<file path="config.mk">
export PLATFORM = sky130hd
export DESIGN_NAME = bcu_branch_ctl
export DESIGN_NICKNAME = d
export VERILOG_FILES = /design/src/rtl/bcu_pkg.sv /design/src/rtl/bcu_decode.sv /design/src/rtl/bcu_cond.sv /design/src/rtl/bcu_target.sv /design/src/rtl/bcu_seq.sv /design/src/rtl/bcu_sat_cnt.sv /design/src/rtl/bcu_branch_ctl.sv
export SDC_FILE = /design/constraint.sdc
export NUM_CORES = 1
export LEC_CHECK = 0
export ABC_CLOCK_PERIOD_IN_PS = 4100
export BUFFER_PORTS_ARGS = -buffer_cell sky130_fd_sc_hd__buf_4
export CAP_MARGIN = 20
export CORE_MARGIN = 5
export CORE_UTILIZATION = 50
export DETAILED_ROUTE_END_ITERATION = 6
export PLACE_DENSITY = 0.79
export SLEW_MARGIN = 20
export SYNTH_ARGS = -nofsm -noshare
export SYNTH_HDL_FRONTEND = slang
export SYNTH_SLANG_ARGS = --single-unit
</file>
<file path="constraint.sdc">
create_clock -name clk -period 4.1 [get_ports clk]
set_input_delay 0 -clock clk [delete_from_list [all_inputs] [get_ports clk]]
set_output_delay 0 -clock clk [all_outputs]
set_load 0.02 [all_outputs]
</file>
<file path="src/rtl/bcu_pkg.sv">
package bcu_pkg;

  localparam int unsigned WORD_W      = 32;
  localparam int unsigned INSN_BYTES  = 4;
  localparam int unsigned DISP22_W    = 22;
  localparam int unsigned DISP30_W    = 30;
  localparam logic [1:0]  OP_FMT0     = 2'b00;
  localparam logic [1:0]  OP_CALL     = 2'b01;
  localparam logic [2:0]  SUB_BRANCH  = 3'b010;
  localparam logic [3:0]  CODE_ALWAYS = 4'h8;

  typedef struct packed {
    logic n;
    logic z;
    logic v;
    logic c;
  } cc_flags_t;

  typedef enum logic [1:0] {
    KIND_SEQ    = 2'd0,
    KIND_BRANCH = 2'd1,
    KIND_CALL   = 2'd2
  } xfer_kind_t;

  // base test for the lower half of the condition space
  function automatic logic cond_base(input logic [2:0] sel, input cc_flags_t f);
    logic r;
    unique case (sel)
      3'd0: r = 1'b0;
      3'd1: r = f.z;
      3'd2: r = f.z | (f.n ^ f.v);
      3'd3: r = f.n ^ f.v;
      3'd4: r = f.c | f.z;
      3'd5: r = f.c;
      3'd6: r = f.n;
      default: r = f.v;
    endcase
    return r;
  endfunction

  // upper half is the inverse of the lower half
  function automatic logic cond_eval(input logic [3:0] code, input cc_flags_t f);
    return code[3] ^ cond_base(code[2:0], f);
  endfunction

  function automatic logic [WORD_W-1:0] rel_target22(input logic [WORD_W-1:0] base,
                                                     input logic [DISP22_W-1:0] disp);
    logic [WORD_W-1:0] sx;
    sx = {{(WORD_W-DISP22_W){disp[DISP22_W-1]}}, disp};
    return base + (sx << 2);
  endfunction

  function automatic logic [WORD_W-1:0] rel_target30(input logic [WORD_W-1:0] base,
                                                     input logic [DISP30_W-1:0] disp);
    return base + {disp, 2'b00};
  endfunction

  function automatic xfer_kind_t classify(input logic [WORD_W-1:0] ins);
    xfer_kind_t k;
    if (ins[31:30] == OP_CALL)
      k = KIND_CALL;
    else if (ins[31:30] == OP_FMT0 && ins[24:22] == SUB_BRANCH)
      k = KIND_BRANCH;
    else
      k = KIND_SEQ;
    return k;
  endfunction

endpackage

</file>
<file path="src/rtl/bcu_decode.sv">
module bcu_decode
  import bcu_pkg::*;
(
  input  logic [WORD_W-1:0] instr,
  output xfer_kind_t        kind,
  output logic [3:0]        cond_code,
  output logic              annul_bit,
  output logic              is_always
);

  always_comb begin
    kind      = classify(instr);
    cond_code = instr[28:25];
    annul_bit = instr[29];
    is_always = (instr[28:25] == CODE_ALWAYS);
  end

endmodule

</file>
<file path="src/rtl/bcu_cond.sv">
module bcu_cond
  import bcu_pkg::*;
(
  input  logic [3:0] cond_code,
  input  cc_flags_t  flags,
  output logic       cond_true
);

  always_comb cond_true = cond_eval(cond_code, flags);

endmodule

</file>
<file path="src/rtl/bcu_target.sv">
module bcu_target
  import bcu_pkg::*;
(
  input  logic [WORD_W-1:0] instr,
  input  logic [WORD_W-1:0] pc,
  input  xfer_kind_t        kind,
  output logic [WORD_W-1:0] target
);

  logic [WORD_W-1:0] br_tgt;
  logic [WORD_W-1:0] call_tgt;

  always_comb begin
    br_tgt   = rel_target22(pc, instr[DISP22_W-1:0]);
    call_tgt = rel_target30(pc, instr[DISP30_W-1:0]);
    target   = (kind == KIND_CALL) ? call_tgt : br_tgt;
  end

endmodule

</file>
<file path="src/rtl/bcu_seq.sv">
module bcu_seq
  import bcu_pkg::*;
(
  input  xfer_kind_t        kind,
  input  logic              cond_true,
  input  logic              annul_bit,
  input  logic              is_always,
  input  logic [WORD_W-1:0] npc,
  input  logic [WORD_W-1:0] target,
  output logic [WORD_W-1:0] nxt_pc,
  output logic [WORD_W-1:0] nxt_npc,
  output logic              xfer_taken,
  output logic              slot_annul,
  output logic              link_req
);

  localparam logic [WORD_W-1:0] STEP1 = WORD_W'(INSN_BYTES);
  localparam logic [WORD_W-1:0] STEP2 = WORD_W'(2 * INSN_BYTES);

  always_comb begin
    nxt_pc     = npc;
    nxt_npc    = npc + STEP1;
    xfer_taken = 1'b0;
    slot_annul = 1'b0;
    link_req   = 1'b0;
    unique case (kind)
      KIND_CALL: begin
        xfer_taken = 1'b1;
        link_req   = 1'b1;
        nxt_npc    = target;
      end
      KIND_BRANCH: begin
        if (cond_true) begin
          xfer_taken = 1'b1;
          if (is_always && annul_bit) begin
            slot_annul = 1'b1;
            nxt_pc     = target;
            nxt_npc    = target + STEP1;
          end else begin
            nxt_npc    = target;
          end
        end else if (annul_bit) begin
          slot_annul = 1'b1;
          nxt_pc     = npc + STEP1;
          nxt_npc    = npc + STEP2;
        end
      end
      default: ;
    endcase
  end

endmodule

</file>
<file path="src/rtl/bcu_sat_cnt.sv">
module bcu_sat_cnt #(
  parameter int unsigned W = 16
) (
  input  logic         clk,
  input  logic         rst_n,
  input  logic         inc,
  output logic [W-1:0] cnt
);

  localparam logic [W-1:0] MAX = {W{1'b1}};

  logic at_max;
  assign at_max = (cnt == MAX);

  always_ff @(posedge clk) begin
    if (!rst_n)
      cnt <= '0;
    else if (inc && !at_max)
      cnt <= cnt + 1'b1;
  end

  AST_CNT_STEP: assert property (@(posedge clk) disable iff (!rst_n)
    (inc && cnt != MAX) |=> (cnt == W'($past(cnt) + 1'b1)));
  AST_CNT_CEILING: assert property (@(posedge clk) disable iff (!rst_n)
    (cnt == MAX) |=> (cnt == MAX));
  AST_CNT_HOLD: assert property (@(posedge clk) disable iff (!rst_n)
    !inc |=> $stable(cnt));

endmodule

</file>
<file path="src/rtl/bcu_branch_ctl.sv">
module bcu_branch_ctl
  import bcu_pkg::*;
#(
  parameter int unsigned CNT_W     = 16,
  parameter int unsigned REG_IDX_W = 5,
  parameter int unsigned LINK_REG  = 15
) (
  input  logic                 clk,
  input  logic                 rst_n,
  input  logic                 in_valid,
  input  logic [31:0]          instr,
  input  logic [31:0]          pc,
  input  logic [31:0]          npc,
  input  logic [3:0]           flags,
  output logic                 out_valid,
  output logic                 taken,
  output logic [31:0]          target,
  output logic [31:0]          next_pc,
  output logic [31:0]          next_npc,
  output logic                 annul_next,
  output logic                 link_we,
  output logic [REG_IDX_W-1:0] link_idx,
  output logic [31:0]          link_data,
  output logic [CNT_W-1:0]     taken_cnt,
  output logic [CNT_W-1:0]     annul_cnt
);

  localparam int unsigned N_CNT = 2;
  localparam logic [REG_IDX_W-1:0] LINK_IDX = REG_IDX_W'(LINK_REG);

  // internal events brought out as named wires
  xfer_kind_t        d_kind;
  logic [3:0]        d_code;
  logic              d_annul_bit;
  logic              d_always;
  logic              c_true;
  logic [WORD_W-1:0] t_target;
  logic [WORD_W-1:0] s_pc;
  logic [WORD_W-1:0] s_npc;
  logic              s_taken;
  logic              s_annul;
  logic              s_link;
  logic              ev_taken;
  logic              ev_annul;

  bcu_decode u_decode (
    .instr     (instr),
    .kind      (d_kind),
    .cond_code (d_code),
    .annul_bit (d_annul_bit),
    .is_always (d_always)
  );

  bcu_cond u_cond (
    .cond_code (d_code),
    .flags     (cc_flags_t'(flags)),
    .cond_true (c_true)
  );

  bcu_target u_target (
    .instr  (instr),
    .pc     (pc),
    .kind   (d_kind),
    .target (t_target)
  );

  bcu_seq u_seq (
    .kind       (d_kind),
    .cond_true  (c_true),
    .annul_bit  (d_annul_bit),
    .is_always  (d_always),
    .npc        (npc),
    .target     (t_target),
    .nxt_pc     (s_pc),
    .nxt_npc    (s_npc),
    .xfer_taken (s_taken),
    .slot_annul (s_annul),
    .link_req   (s_link)
  );

  assign ev_taken = in_valid & s_taken;
  assign ev_annul = in_valid & s_annul;

  always_ff @(posedge clk) begin
    if (!rst_n) begin
      out_valid  <= 1'b0;
      taken      <= 1'b0;
      annul_next <= 1'b0;
      link_we    <= 1'b0;
      target     <= '0;
      next_pc    <= '0;
      next_npc   <= '0;
      link_data  <= '0;
    end else begin
      out_valid  <= in_valid;
      taken      <= ev_taken;
      annul_next <= ev_annul;
      link_we    <= in_valid & s_link;
      if (in_valid) begin
        target   <= t_target;
        next_pc  <= s_pc;
        next_npc <= s_npc;
        if (s_link)
          link_data <= pc;
      end
    end
  end

  assign link_idx = LINK_IDX;

  logic [N_CNT-1:0] cnt_inc;
  logic [CNT_W-1:0] cnt_val [N_CNT];

  assign cnt_inc = {ev_annul, ev_taken};

  for (genvar gi = 0; gi < N_CNT; gi++) begin : g_cnt
    bcu_sat_cnt #(.W(CNT_W)) u_cnt (
      .clk   (clk),
      .rst_n (rst_n),
      .inc   (cnt_inc[gi]),
      .cnt   (cnt_val[gi])
    );
  end

  assign taken_cnt = cnt_val[0];
  assign annul_cnt = cnt_val[1];

  AST_STROBE_NEEDS_VALID: assert property (@(posedge clk) disable iff (!rst_n)
    (taken || annul_next || link_we) |-> out_valid);
  AST_IDLE_CLEARS: assert property (@(posedge clk) disable iff (!rst_n)
    !in_valid |=> (!out_valid && $stable(next_pc) && $stable(next_npc)));
  AST_LINK_NO_ANNUL: assert property (@(posedge clk) disable iff (!rst_n)
    link_we |-> (!annul_next && taken && link_idx == LINK_IDX));
  AST_TAKEN_SLOT_THEN_TARGET: assert property (@(posedge clk) disable iff (!rst_n)
    (taken && !annul_next) |-> (next_npc == target));
  AST_ALWAYS_ANNUL_JUMP: assert property (@(posedge clk) disable iff (!rst_n)
    (taken && annul_next) |-> (next_pc == target));
  AST_SKIP_PAIR: assert property (@(posedge clk) disable iff (!rst_n)
    (annul_next && !taken) |-> (next_npc == next_pc + 32'd4));
  AST_SEQ_NO_EVENTS: assert property (@(posedge clk) disable iff (!rst_n)
    (in_valid && d_kind == KIND_SEQ) |=> (!taken && !annul_next && !link_we));

endmodule

</file>
**After elaboration in Yosys (flattened, before gate mapping)**

Index checks and enable logic that the tools add are counted.
W data, S select, Z words.

- Register bits: 164
- Bits of input ports: 103
- Logic and storage cells: 65

- Add/subtract/negate cells: 7
- Equality and inequality tests: 13
- Multiplexer cells: 19
- Bitwise operators: 7
- Reductions and logical operators: 9

Operators by type and width:

| kind | count |
|---|---|
| $mux W32 | 8 |
| $add A32 B3 Y32 const B | 2 |
| $add A32 B32 Y32 | 2 |
| $pmux W32 S2 | 1 |
| $add A16 B1 Y16 const B | 2 |
| $add A32 B4 Y32 const B | 1 |
| $eq A16 B16 Y1 const B | 2 |
| $eq A3 B2 Y1 const B | 3 |
| $eq A3 B3 Y1 const B | 3 |
| $mux W1 | 7 |
| $pmux W1 S7 | 1 |
| $eq A2 B1 Y1 const B | 2 |
| $eq A4 B4 Y1 const B | 1 |
| $logic_and A1 B1 Y1 | 4 |
| $and A1 B1 Y1 | 3 |
| $eq A3 B1 Y1 const B | 1 |
| $logic_not A3 Y1 | 1 |
| $eq A2 B2 Y1 const B | 1 |
| $logic_not A1 Y1 | 2 |
| $logic_not A2 Y1 | 1 |
| $mux W2 | 1 |
| $or A1 B1 Y1 | 2 |
| $pmux W1 S2 | 1 |
| $reduce_and A2 Y1 | 1 |
| $xor A1 B1 Y1 | 2 |

**Depth between registers and ports, before layout**

- Depth after elaboration: 10
- Gate-level depth with buffers: 15

**Modules after synthesis**

From an unflattened synthesis, not the netlist that was laid out.

- Cells, all modules: 1603
- Area, all modules: 12619.6 sq um

Modules (own cells, without submodules):

| module | instances | cells each | area each (sq um) |
|---|---|---|---|
| bcu_branch_ctl | 1 | 474 | 5029.8 |
| bcu_seq | 1 | 647 | 3911.3 |
| bcu_target | 1 | 274 | 1945.6 |
| bcu_sat_cnt | 2 | 95 | 799.5 |
| bcu_decode | 1 | 9 | 67.6 |
| bcu_cond | 1 | 9 | 66.3 |

**Least setup slack after synthesis**

Ideal clock, no wire load.

- Path type: input -> register
- Start: input instr[31]
- End: register next_npc[30]
- Setup time: 0.079 ns
- Arrival: 3.051 ns
- Slack: 0.970 ns
- Cell stages on the path: 14
- Cells stage by stage: nand2b_1 > clkbuf_1 > and2_1 > clkbuf_1 > a21o_1 > ha_1 > nand4_1 > or3_1 > o221ai_1 > xnor2_1 > and3_1 > nand3_1 > or4b_1 > o211ai_1

- Cells in the longest elaborated chain, start to end: 10
- Elaborated cells between the ends (all ways): 12
- Those cells by class: add/sub (1); eq/ne (3); mux (6); reduce/logical (2)

RTL lines:

| element | RTL line | text |
|---|---|---|
| from (decl) | bcu_branch_ctl.sv:11 | `input logic [31:0] instr,` |
| $logic_not A2 Y1 | bcu_pkg.sv:62 | `else if (ins[31:30] == OP_FMT0 && ins[24:22] == SUB_BRANCH)` |
| $logic_and A1 B1 Y1 | bcu_pkg.sv:62 |  |
| $mux W1 | bcu_pkg.sv:62 |  |
| $mux W2 (*) | bcu_pkg.sv:60 | `if (ins[31:30] == OP_CALL)` |
| $eq A2 B2 Y1 | bcu_target.sv:16, bcu_seq.sv:26 |  |
| $mux W32 | bcu_target.sv:16 | `target = (kind == KIND_CALL) ? call_tgt : br_tgt;` |
| $add A32 B3 Y32 | bcu_seq.sv:38 | `nxt_npc = target + STEP1;` |
| $mux W32 | bcu_seq.sv:35 | `if (is_always && annul_bit) begin` |
| $mux W32 | bcu_seq.sv:33 | `if (cond_true) begin` |
| $pmux W32 S2 (*) | bcu_seq.sv:26 | `unique case (kind)` |
| to (signal assigned) | bcu_branch_ctl.sv:102 | `next_npc <= s_npc;` |
| to (decl) | bcu_branch_ctl.sv:19 | `output logic [31:0] next_npc,` |

Every way passes the cells marked *; elsewhere a longest branch is shown, timed or not.
A chain may end at the register's enable or synchronous reset.

**Worst setup path in the final report**

- Start: input pc[2]
- End: register next_npc[26]

- Cells in the longest elaborated chain, start to end: 6
- Elaborated cells between the ends (all ways): 7
- Those cells by class: add/sub (3); mux (4)

RTL lines:

| element | RTL line | text |
|---|---|---|
| from (decl) | bcu_branch_ctl.sv:12 | `input logic [31:0] pc,` |
| $add A32 B32 Y32 (on tied branches) | bcu_pkg.sv:50, bcu_pkg.sv:55 |  |
| $mux W32 (*) | bcu_target.sv:16 |  |
| $add A32 B3 Y32 | bcu_seq.sv:38 |  |
| $mux W32 | bcu_seq.sv:35 |  |
| $mux W32 | bcu_seq.sv:33 |  |
| $pmux W32 S2 (*) | bcu_seq.sv:26 |  |

Marks and branches as above.

==> impl_metrics.tcl <==
set metrics [dict create \
    crit_fanout 6 \
    startpoint_type "input port" \
    wire_per_inst_um 20.9 \
    p_sw_mw 1.77 \
    post-route-util 0.649 \
    synth_edf_count 0 \
    preCtsSetupSlack_ps 507 \
    chipWidth_um 160 \
    stdcell_area_um2 14600 \
    switching_share 0.357 \
    track_usage 0.319 \
    netlist_top_cells_area "dfxtp_1 (29%), nand2_1 (6.6%), a21oi_1 (6.4%)" \
    synth.cell_area_um2 11300 \
    ys_ff_latch 164 \
    insertion_delay_ps 440 \
    whs_ps 17.0 \
    grt_pass1_wl_um 66800 \
    clk_pin_slew_worst_paths_ps 70 \
    yosysMostFrequentCell "nand2_1" \
    cts_tree "yes" \
    vias 12769 \
    synth_top_area_frac 0.291 \
    cts_num_sinks 164 \
    rsz0062_at_grt "no" \
    worstHoldPathCells 2 \
    worstMarginPinSlew_ps 1020 \
    htree_levels 4 \
    overflow 0 \
    final.setup.worst_slack_ps 275 \
    setup_tns_ps 0 \
    max_slew_margin 0.319 \
    ys_types 91 \
    synth_top_area_cell "dfxtp_1" \
    status "complete, no violations" \
    totalWireLength_um 42900 \
    internal-power_mw 3.19 \
    hold_buffers 51 \
    die_area_um2 25700 \
    synth.top_cells.by_count "nand2_1 (198), nor2_1 (177), dfxtp_1 (164), a21oi_1 (144), o21ai_0 (83)" \
    ys.flop_type "dfxtp_1" \
    multi_input_area_um2 7490 \
    postSynthCellCount 1501 \
    placementRows 55 \
    critPathArrivalTime_ps 4150 \
    min_period_ps 3830 \
    synth-seq-area-share 0.291 \
    grt_pass1_vias 12103 \
    io_buffer_count 266 \
    hp-class "input port to flop" \
    regArea_um2 3280 \
    maxCapViolCount 0 \
    ys_async_sr_fraction 0 \
    firstDrtPassIters 6 \
    fillers 1908 \
    drc 0 \
    gp_congestion 0.949 \
    postPlaceCellArea_um2 13400 \
    initial_core_util 0.503 \
    cp-end-kind "flop" \
    ant_nets 0 \
    dp_hpwl_um 31000 \
    irDropWorstVdd_uv 280 \
    p_comb_frac 0.315 \
    ys_warn_count 0 \
    nets 1897 \
    die_h_um 160 \
    clkPwrFrac 0.333 \
    dp.cells 1972 \
    layout-drive-gt1-share 0.210 \
    path_class "input port to flop" \
    fin_crit_sh 0.933 \
    cp.required_ps 4430 \
    vias_per_cell 6.21 \
    power.density_nw_per_um2 340 \
    cts_buffers 17 \
    p_seq_frac 0.352 \
    cts_resized 0 \
    cts-root-buf "clkbuf_16" \
    fin_skew_ps 4.41 \
    io_pins 272 \
    hold_violations 0 \
    antenna_found_initial 1 \
    slew_violations 0 \
    power_mw 4.95 \
    leakagePower_nw 6.01 \
    max_clock_freq_ghz 0.261 \
    worstRegToRegCells 10 \
    core_um2 22400 \
    cts_setup_buffers 0 \
    grt_max_degree 79 \
    area_delta_synth_final_pct 28.8 \
    fin_cells 2056 \
    postSynthAreaPerCell_um2 7.52 \
    dr.first_iter.drc_count 1466 \
    clock_path_buffers 2 \
    setup_viol 0 \
]
-- cells in the final DEF (no fill, tap or decap), types with 10 or more instances in the layout --
cell / netlist / final
nor2_1: 177 / 176
clkbuf_16: 0 / 17
a21o_1: 33 / 33
nor3_1: 30 / 30
or3_1: 12 / 12
nand4_1: 31 / 31
dfxtp_1: 164 / 164
a221oi_1: 18 / 18
inv_1: 19 / 18
ha_1: 36 / 36
o21a_1: 10 / 10
dlygate4sd3_1: 0 / 51
a22oi_1: 10 / 10
mux2i_1: 30 / 30
o221ai_1: 18 / 18
xor2_1: 53 / 53
o21ai_0: 83 / 83
nand2_1: 198 / 197
o211ai_1: 18 / 18
buf_4: 6 / 298
a211oi_1: 17 / 17
xnor2_1: 58 / 58
a31oi_1: 16 / 16
a21oi_1: 144 / 144
nand2b_1: 12 / 12
and3_1: 13 / 13
nand3_1: 41 / 41
-- sequential cells by signal (all words and copies together), names as in the netlist, 32 cells and up --
register         count
g_cnt.u_cnt.cnt     32
link_data           32
next_npc            32
next_pc             32
target              32
-- power by group through the flow --
stage | sequential [mW] | combinational, mW | clock [mW]
6_report | 1.74 | 1.56 | 1.65
5_1_grt | 1.75 | 1.66 | 1.73
4_1_cts | 1.74 | 1.52 | 1.65
3_5_place_dp | 1.78 | 1.47 | 0
3_3_place_gp | 1.77 | 1.46 | 0
2_1_floorplan | 1.88 | 0.810 | 0
-- path summary, 6_finish.rpt --
kind / startpoint / endpoint / slack [ps]
hold / removal: rst_n / target[21] / 20
setup reg to reg: g_cnt[1].u_cnt.cnt[7] / g_cnt[1].u_cnt.cnt[13] / 1760
setup / recovery: pc[2] / next_npc[26] / 270
hold reg to reg: link_data[6] / link_data[6] / 460
-- worst max-delay path: stages --
cell	delay (ps)
dlygate4sd3_1	550
buf_4	140
ha_1	190
inv_1	70
fa_1	210
and2b_1	230
o2111ai_1	450
nand2_1	230
a311oi_2	510
and2_1	320
nand3_2	190
nor3_1	390
nand4b_1	170
xnor2_1	160
a221oi_1	260
nor2_1	60
-- logic make-up after synthesis --
| logic type | share of synthesized area |
|---|---|
| other cells | 0.000665 |
| mux | 0.0266 |
| buf+inv | 0.0499 |
| flops | 0.291 |
| simple gates | 0.248 |
| fa+ha+maj | 0.0417 |
| compound gates | 0.255 |
| xor+xnor | 0.0875 |
-- layout make-up --
cell class	count	share of cell area
Multi-Input combinational cell	1204	0.515
Sequential cell	164	0.226
Timing Repair Buffer	349	0.189
Clock buffer	21	0.0330
Tap cell	285	0.0245
Clock inverter	11	0.00774
Inverter	21	0.00559
Antenna cell	1	0.000172
-- metal layers --
metal,up-vias,global-route usage,share of wire
met5,-,0,0
met1,5920,0.424,0.41
li1,5923,-,-
met2,781,0.503,0.44
met4,0,0.114,0.037
met3,145,0.0821,0.11
Note: power is estimated with default switching activity, not from simulation.
